`config.mk`:
```
export PLATFORM = sky130hd
export DESIGN_NAME = bw_monitor
export DESIGN_NICKNAME = d
export VERILOG_FILES = /design/src/rtl/bwm_pkg.sv /design/src/rtl/bwm_regs.sv /design/src/rtl/bwm_window.sv /design/src/rtl/bwm_cnt.sv /design/src/rtl/bw_monitor.sv
export SDC_FILE = /design/constraint.sdc
export NUM_CORES = 2
export LEC_CHECK = 0
export ABC_CLOCK_PERIOD_IN_PS = 2600
export BUFFER_PORTS_ARGS = -buffer_cell sky130_fd_sc_hd__buf_2
export CORE_ASPECT_RATIO = 0.9
export CORE_MARGIN = 4
export CORE_UTILIZATION = 62
export CTS_CLUSTER_DIAMETER = 30
export CTS_CLUSTER_SIZE = 8
export DETAILED_ROUTE_END_ITERATION = 16
export MAX_ROUTING_LAYER = met4
export PLACE_DENSITY = 0.81
export SETUP_SLACK_MARGIN = 0.05
export SYNTH_ARGS = -nofsm -noshare
export SYNTH_HDL_FRONTEND = slang
export SYNTH_SLANG_ARGS = --single-unit
```
`constraint.sdc`:
```
create_clock -name clk -period 2.6 [get_ports clk]
set_input_delay 0 -clock clk [delete_from_list [all_inputs] [get_ports clk]]
set_output_delay 0 -clock clk [all_outputs]
set_load 0.1 [all_outputs]
```
`src/rtl/bwm_pkg.sv`:
```
package bwm_pkg;
  localparam int unsigned DW       = 32;
  localparam int unsigned AW       = 6;
  localparam int unsigned WW       = AW - 2;
  localparam int unsigned MAJ      = 32;
  localparam int unsigned SUB      = 16;
  localparam int unsigned NPORT    = MAJ + SUB;
  localparam int unsigned NCH      = 4;
  localparam int unsigned NCNT     = 2 + NCH;
  localparam int unsigned DEV_SLOT = 23;

  // word indices of the register map
  localparam int unsigned W_CTRL  = 0;
  localparam int unsigned W_FILT0 = 1;
  localparam int unsigned W_CNT0  = 9;
  localparam int unsigned W_TMR   = 15;

  // control word bit positions
  localparam int unsigned B_EN    = 31;
  localparam int unsigned B_FLAG  = 30;
  localparam int unsigned B_TMODE = 20;

  // one channel's grant match for this clock
  function automatic logic chan_hit(input logic [NPORT-1:0] gnt,
                                    input logic [MAJ-1:0]   pmask,
                                    input logic [SUB-1:0]   smask);
    logic major_hit, dev_hit;
    major_hit = |(gnt[MAJ-1:0] & pmask);
    dev_hit   = pmask[DEV_SLOT] & (|(gnt[NPORT-1:MAJ] & smask));
    return major_hit | dev_hit;
  endfunction
endpackage

```
`src/rtl/bwm_regs.sv`:
```
module bwm_regs
  import bwm_pkg::*;
#(
  parameter int unsigned TMR_W = 32
) (
  input  logic                      clk,
  input  logic                      rst_n,
  input  logic                      wr_en,
  input  logic [AW-1:0]             addr,
  input  logic [DW-1:0]             wdata,
  input  logic                      win_end,
  output logic                      mon_en,
  output logic                      tmode,
  output logic                      flag,
  output logic [NCH-1:0]            ch_en,
  output logic [NCH-1:0][MAJ-1:0]   pmask,
  output logic [NCH-1:0][SUB-1:0]   smask,
  output logic [TMR_W-1:0]          reload,
  output logic [NCNT-1:0]           cnt_clr
);
  logic [WW-1:0] word;
  logic          wr_ctrl, wr_tmr, flag_clr;
  logic          bus_unused;

  assign word       = addr[AW-1:2];
  assign bus_unused = ^{addr[1:0], wdata};
  assign wr_ctrl    = wr_en && (word == WW'(W_CTRL));
  assign wr_tmr     = wr_en && (word == WW'(W_TMR));
  assign flag_clr   = wr_ctrl && wdata[B_FLAG];

  always_ff @(posedge clk) begin
    if (!rst_n) begin
      mon_en <= 1'b0;
      tmode  <= 1'b0;
      ch_en  <= '0;
    end else if (wr_ctrl) begin
      mon_en <= wdata[B_EN];
      tmode  <= wdata[B_TMODE];
      ch_en  <= wdata[NCH-1:0];
    end
  end

  // a window end on the same clock beats the software clear
  always_ff @(posedge clk) begin
    if (!rst_n)        flag <= 1'b0;
    else if (win_end)  flag <= 1'b1;
    else if (flag_clr) flag <= 1'b0;
  end

  always_ff @(posedge clk) begin
    if (!rst_n) begin
      pmask <= '0;
      smask <= '0;
    end else if (wr_en) begin
      for (int n = 0; n < NCH; n++) begin
        if (word == WW'(W_FILT0 + 2 * n))     pmask[n] <= wdata[MAJ-1:0];
        if (word == WW'(W_FILT0 + 2 * n + 1)) smask[n] <= wdata[SUB-1:0];
      end
    end
  end

  always_ff @(posedge clk) begin
    if (!rst_n)      reload <= '0;
    else if (wr_tmr) reload <= wdata[TMR_W-1:0];
  end

  for (genvar i = 0; i < NCNT; i++) begin : g_clr
    assign cnt_clr[i] = wr_en && (word == WW'(W_CNT0 + i));
  end
endmodule

```
`src/rtl/bwm_window.sv`:
```
module bwm_window #(
  parameter int unsigned TMR_W = 32
) (
  input  logic             clk,
  input  logic             rst_n,
  input  logic             active,
  input  logic [TMR_W-1:0] reload,
  output logic             win_end
);
  logic [TMR_W-1:0] tmr;

  assign win_end = active && (tmr == '0);

  always_ff @(posedge clk) begin
    if (!rst_n)               tmr <= '0;
    else if (!active)         tmr <= reload;
    else if (tmr == '0)       tmr <= reload;
    else                      tmr <= tmr - TMR_W'(1);
  end
endmodule

```
`src/rtl/bwm_cnt.sv`:
```
module bwm_cnt #(
  parameter int unsigned W = 32
) (
  input  logic         clk,
  input  logic         rst_n,
  input  logic         inc,
  input  logic         win_end,
  input  logic         clr,
  output logic [W-1:0] live,
  output logic [W-1:0] held
);
  function automatic logic [W-1:0] sat_inc(input logic [W-1:0] v);
    return (&v) ? v : v + W'(1);
  endfunction

  always_ff @(posedge clk) begin
    if (!rst_n || clr) begin
      live <= '0;
      held <= '0;
    end else if (win_end) begin
      held <= live;
      live <= W'(inc);
    end else if (inc) begin
      live <= sat_inc(live);
    end
  end
endmodule

```
`src/rtl/bw_monitor.sv`:
```
module bw_monitor
  import bwm_pkg::*;
#(
  parameter int unsigned CNT_W = 32,
  parameter int unsigned TMR_W = 32
) (
  input  logic             clk,
  input  logic             rst_n,
  input  logic             bus_wr,
  input  logic             bus_rd,
  input  logic [5:0]       bus_addr,
  input  logic [31:0]      bus_wdata,
  output logic [31:0]      bus_rdata,
  input  logic [47:0]      port_req,
  input  logic [47:0]      port_gnt,
  output logic             irq
);
  logic                      mon_en, tmode, flag, win_end, win_active;
  logic                      req_any, gnt_any;
  logic [NCH-1:0]            ch_en, ch_hit;
  logic [NCH-1:0][MAJ-1:0]   pmask;
  logic [NCH-1:0][SUB-1:0]   smask;
  logic [TMR_W-1:0]          reload;
  logic [NCNT-1:0]           cnt_clr, cnt_inc;
  logic [NCNT-1:0][CNT_W-1:0] live_cnt, held_cnt;
  logic [DW-1:0]             rd_word;
  logic [WW-1:0]             word;

  bwm_regs #(.TMR_W(TMR_W)) u_regs (
    .clk(clk), .rst_n(rst_n), .wr_en(bus_wr), .addr(bus_addr),
    .wdata(bus_wdata), .win_end(win_end), .mon_en(mon_en), .tmode(tmode),
    .flag(flag), .ch_en(ch_en), .pmask(pmask), .smask(smask),
    .reload(reload), .cnt_clr(cnt_clr)
  );

  assign win_active = mon_en & tmode;

  bwm_window #(.TMR_W(TMR_W)) u_win (
    .clk(clk), .rst_n(rst_n), .active(win_active), .reload(reload),
    .win_end(win_end)
  );

  assign req_any    = |port_req;
  assign gnt_any    = |port_gnt;
  assign cnt_inc[0] = mon_en & req_any;
  assign cnt_inc[1] = mon_en & gnt_any;

  for (genvar n = 0; n < NCH; n++) begin : g_chan
    assign ch_hit[n]      = chan_hit(port_gnt, pmask[n], smask[n]);
    assign cnt_inc[2 + n] = mon_en & ch_en[n] & ch_hit[n];
  end

  for (genvar i = 0; i < NCNT; i++) begin : g_cnt
    bwm_cnt #(.W(CNT_W)) u_cnt (
      .clk(clk), .rst_n(rst_n), .inc(cnt_inc[i]), .win_end(win_end),
      .clr(cnt_clr[i]), .live(live_cnt[i]), .held(held_cnt[i])
    );
  end

  assign word = bus_addr[AW-1:2];

  always_comb begin
    rd_word = '0;
    if (word == WW'(W_CTRL)) begin
      rd_word[B_EN]      = mon_en;
      rd_word[B_FLAG]    = flag;
      rd_word[B_TMODE]   = tmode;
      rd_word[NCH-1:0]   = ch_en;
    end
    if (word == WW'(W_TMR)) rd_word = DW'(reload);
    for (int n = 0; n < NCH; n++) begin
      if (word == WW'(W_FILT0 + 2 * n))     rd_word = pmask[n];
      if (word == WW'(W_FILT0 + 2 * n + 1)) rd_word = DW'(smask[n]);
    end
    for (int i = 0; i < NCNT; i++) begin
      if (word == WW'(W_CNT0 + i))
        rd_word = tmode ? DW'(held_cnt[i]) : DW'(live_cnt[i]);
    end
  end

  always_ff @(posedge clk) begin
    if (!rst_n) begin
      bus_rdata <= '0;
      irq       <= 1'b0;
    end else begin
      if (bus_rd) bus_rdata <= rd_word;
      irq <= flag & mon_en;
    end
  end
endmodule

```
==> flow_summary.ini <==
[outcome]
status = complete, but fails checks
violations = setup timing

[synth]
synth_cell_type_count = 78
yosys.area_share.simple_pct = 25.1
yosys_most_used_dff = dfxtp_1
netlist.top_cell.by_area = dfxtp_1
synth_compound_area_share_pct = 18.8
synth_top_family_by_area = simple AND/OR/NAND/NOR gates
synth-edff-count = 0
synth_seq_cells = 680
yosys.area.top_type_share_pct = 41.1
synth_seq_area_share_pct = 41.1
synth_adder_area_share_pct = 0.302
netlist_area_um2 = 33100
synthXorXnorAreaFrac_pct = 4.42
async_reset_ff_share_pct = 0
synth.area.top_cells = dfxtp_1, nand2_1, a21oi_1, mux2i_1, nor2_1
syn_inst = 4296
muxShareOfSynthArea_pct = 6.23
ys_warn_count = 0
synthesis.nets = 4442
synth.avg_cell_area_um2 = 7.70

[worst_hold_path]
hold-path-endpoint = bus_rdata[5]
worstHoldStart = bus_addr[3]
holdCritPathClass = primary input to flip-flop
min_delay_path_depth = 4

[worst_setup_path]
crit_top_cell = clkbuf_16
r2r_start = u_regs.smask[30]
r2r_end = g_cnt[3].u_cnt.live[13]
worst_path_max_delay_cell = a2111oi_4
r2r_cells = 10
worstPathRequired_ns = 3.19
crit_fanout = 9
r2r_setup_slack_ns = -0.04
crit_path_start_kind = flip-flop
cpPeakStageDelay_ns = 0.47
crit_type = flip-flop to flip-flop
cp-end-kind = flip-flop
worstPathArrival_ns = 3.23
crit_chain = a22o_1 > a221oi_2 > nand4_1 > a2111oi_4 > clkbuf_16 > nand3b_1 > buf_12 > clkbuf_16 > or3_1 > a21oi_1

[place]
port_buffers = 168
gp_congestion = 1.13
dp_hpwl_um = 95700
dp_worst_setup_slack_ns = 0.0324

[detailed_routing]
wl_per_cell_um = 25.8
drtAntennaViolNets = 0
first_pass_iters = 7
drt_iter0_markers = 6225
wl_um = 142000
drc = 0
vias = 37100
post_drt_via_cell_ratio = 6.74

[timing]
tightest_slew_ns = 1.06
fmax_mhz = 379
fin_ws_ns = -0.0398
hold_viol = 0
grt_setup_unrepaired = yes
slew_violations = 0
worst_slew_margin_rel_pct = 28.5
fin_skew_ns = 0.0238
fin_crit_ns = 2.64
setup_viol = 2
min_period_over_period_pct = 102

[power_and_ir_drop]
power_density_nw_per_um2 = 704
p_total_mw = 29.8
ir_drop_v = 0.000718
p_leak_nw = 14.9

[global_route]
grt-ovfl-total = 0
antenna_found_initial = 9
grt_pass1_wl_um = 205000
grt_pass1_vias = 33700
grt_start_max_net_pins = 181
grt_usage_pct = 47.9

[clock_network]
cts.sinks = 680
clock_latency_ns = 0.73
numCtsBuffers = 137
clk_pin_slew_ns = 0.05
cts_root_buffer = clkbuf_16
cts.htree.levels = 4
cts.path.max_buffers = 3
cts_tree = yes

[die]
die_w_um = 252
core_um2 = 53000
initial_core_util_pct = 62.5
pin_count = 171
die_h_um = 227
std_cell_rows = 80
dieArea_um2 = 57100

[layout]
drive_gt1_share_pct = 17.1
finalNetCount = 4840
nFillCells = 3381
syn_to_final_growth_pct = 27.8

[run]
max_cap_viol_count = 0
-- critical path, delay by kind of cell, from the launching register on --
kind	cells	cell delay, ns
AOI/OAI and AO/OA	4	0.98
buffers and inverters	3	0.51
DFF	1	0.33
and+or+nand+nor	3	0.69
-- power by group --
group          internal (mW)  switching (mW)  total [mW]
Sequential              10.5          0.0962        10.6
Combinational          0.623            1.36        1.98
Clock                   11.2            5.98        17.2
-- cell usage in the layout, fill, tap and decap left out, drive strengths merged, types with 20 or more instances in the layout --
cell type / count
a22oi: 57
nor4: 64
o21ai: 153
xor2: 114
xnor2: 53
dlygate4sd3: 48
a31oi: 20
o22ai: 40
nand4: 100
dfxtp: 680
nor3: 46
a21oi: 572
inv: 34
clkinv: 39
nand2: 1008
a221oi: 39
a211oi: 40
a22o: 37
nand3: 120
or3: 36
clkbuf: 191
nor2: 300
and4: 23
mux2i: 180
buf: 513
and3: 44
nor2b: 27
-- flip-flops by register name, summed over array words and instances, names as in the netlist --
name,count
u_regs.pmask,128
u_regs.smask,64
u_regs.flag,1
g_cnt.u_cnt.held,192
u_regs.mon_en,1
bus_rdata,32
u_regs.ch_en,4
g_cnt.u_cnt.live,192
irq,1
u_win.tmr,32
u_regs.tmode,1
u_regs.reload,32
-- stage by stage --
| stage | cell area [um^2] | std cells | setup TNS, ns | hold slack (ns) | utilization, % |
|---|---|---|---|---|---|
| 2_1_floorplan | 33100 | 4296 | 0 | 0.136 | - |
| 3_3_place_gp | 36700 | 5183 | 0 | 0.299 | 69.2 |
| 3_5_place_dp | 36700 | 5183 | 0 | 0.299 | 69.2 |
| 4_1_cts | 41700 | 5474 | 0 | 0.0181 | 78.8 |
| 5_1_grt | 42300 | 5502 | -0.474 | 0.0868 | 79.9 |
| 6_report | 42300 | 5506 | -0.0579 | 0.0727 | 79.9 |
-- worst max-delay path by stage --
stage / startpoint / endpoint / slack (ns) / cells after the start
after global routing: g_cnt[3].u_cnt.live[12] / g_cnt[3].u_cnt.live[15] / -0.09 / 9
after detailed placement: u_win.tmr[6] / g_cnt[3].u_cnt.held[17] / 0.03 / 9
after CTS: u_win.tmr[6] / g_cnt[2].u_cnt.held[21] / 0.03 / 9
after global placement: u_win.tmr[6] / g_cnt[5].u_cnt.held[25] / 0.11 / 9
final: u_regs.smask[30] / g_cnt[3].u_cnt.live[13] / -0.04 / 10
after floorplan: u_win.tmr[11] / g_cnt[4].u_cnt.live[13] / 0.32 / 8
-- cell families (layout without fill, tap and decap cells) --
group,Yosys count,after routing
AOI/OAI and AO/OA,1052,1052
and+or+nand+nor,1849,1849
DFF,680,680
other,0,13
muxes,201,201
buffers and inverters,339,839
adders and majority gates,8,8
xor gates and xnor gates,167,167
-- cell type report --
cell class	count	area, um^2	share of cell area [%]
well taps	697	872	2.06
clock inverters	60	647	1.53
multi-input cells	3277	18400	43.5
flip-flops and latches	680	13600	32.2
diodes	13	32.5	0.0769
repair buffers	571	4750	11.2
clock buffers	181	3890	9.19
inverters	27	109	0.257
-- synth_stat cells (all sizes together) (5+ instances only) --
cell and number:
inv 27, and2 19, or4 17, nor4 64
and4 23, mux2 19, xnor2 53, a31oi 20
o221ai 19, a21oi 572, a221oi 39, nor4b 7
a22o 37, clkbuf 240, nand4 100, a22oi 57
o211ai 7, nand3b 7, o22ai 40, o21ai 153
ha 8, a311oi 7, nor2 300, nand2b 16
o31ai 9, or3 36, and3 44, nand3 120
buf 72, nor3 46, dfxtp 680, mux2i 180
nand2 1008, a2111oi 5, xor2 114, nor2b 27
a211oi 40
-- per-layer routing --
| layer | vias to the layer above | routed length [um] | GRT usage, % |
|---|---|---|---|
| li1 | 16000 | - | - |
| met1 | 17400 | 51700 | 61.3 |
| met2 | 3098 | 58700 | 67.7 |
| met3 | 657 | 22300 | 16.0 |
| met4 | 0 | 9340 | 24.8 |
| met5 | - | 0 | - |
-- timing repair --
action	in CTS	in global routing
hold buffers	48	0
endpoints found under the setup margin	146	272
endpoints found under the hold margin	261	0
pin swaps	0	13
gates resized for setup	5	46
cloned	0	9
setup buffers	2	10
(Power assumes the default switching activity.)
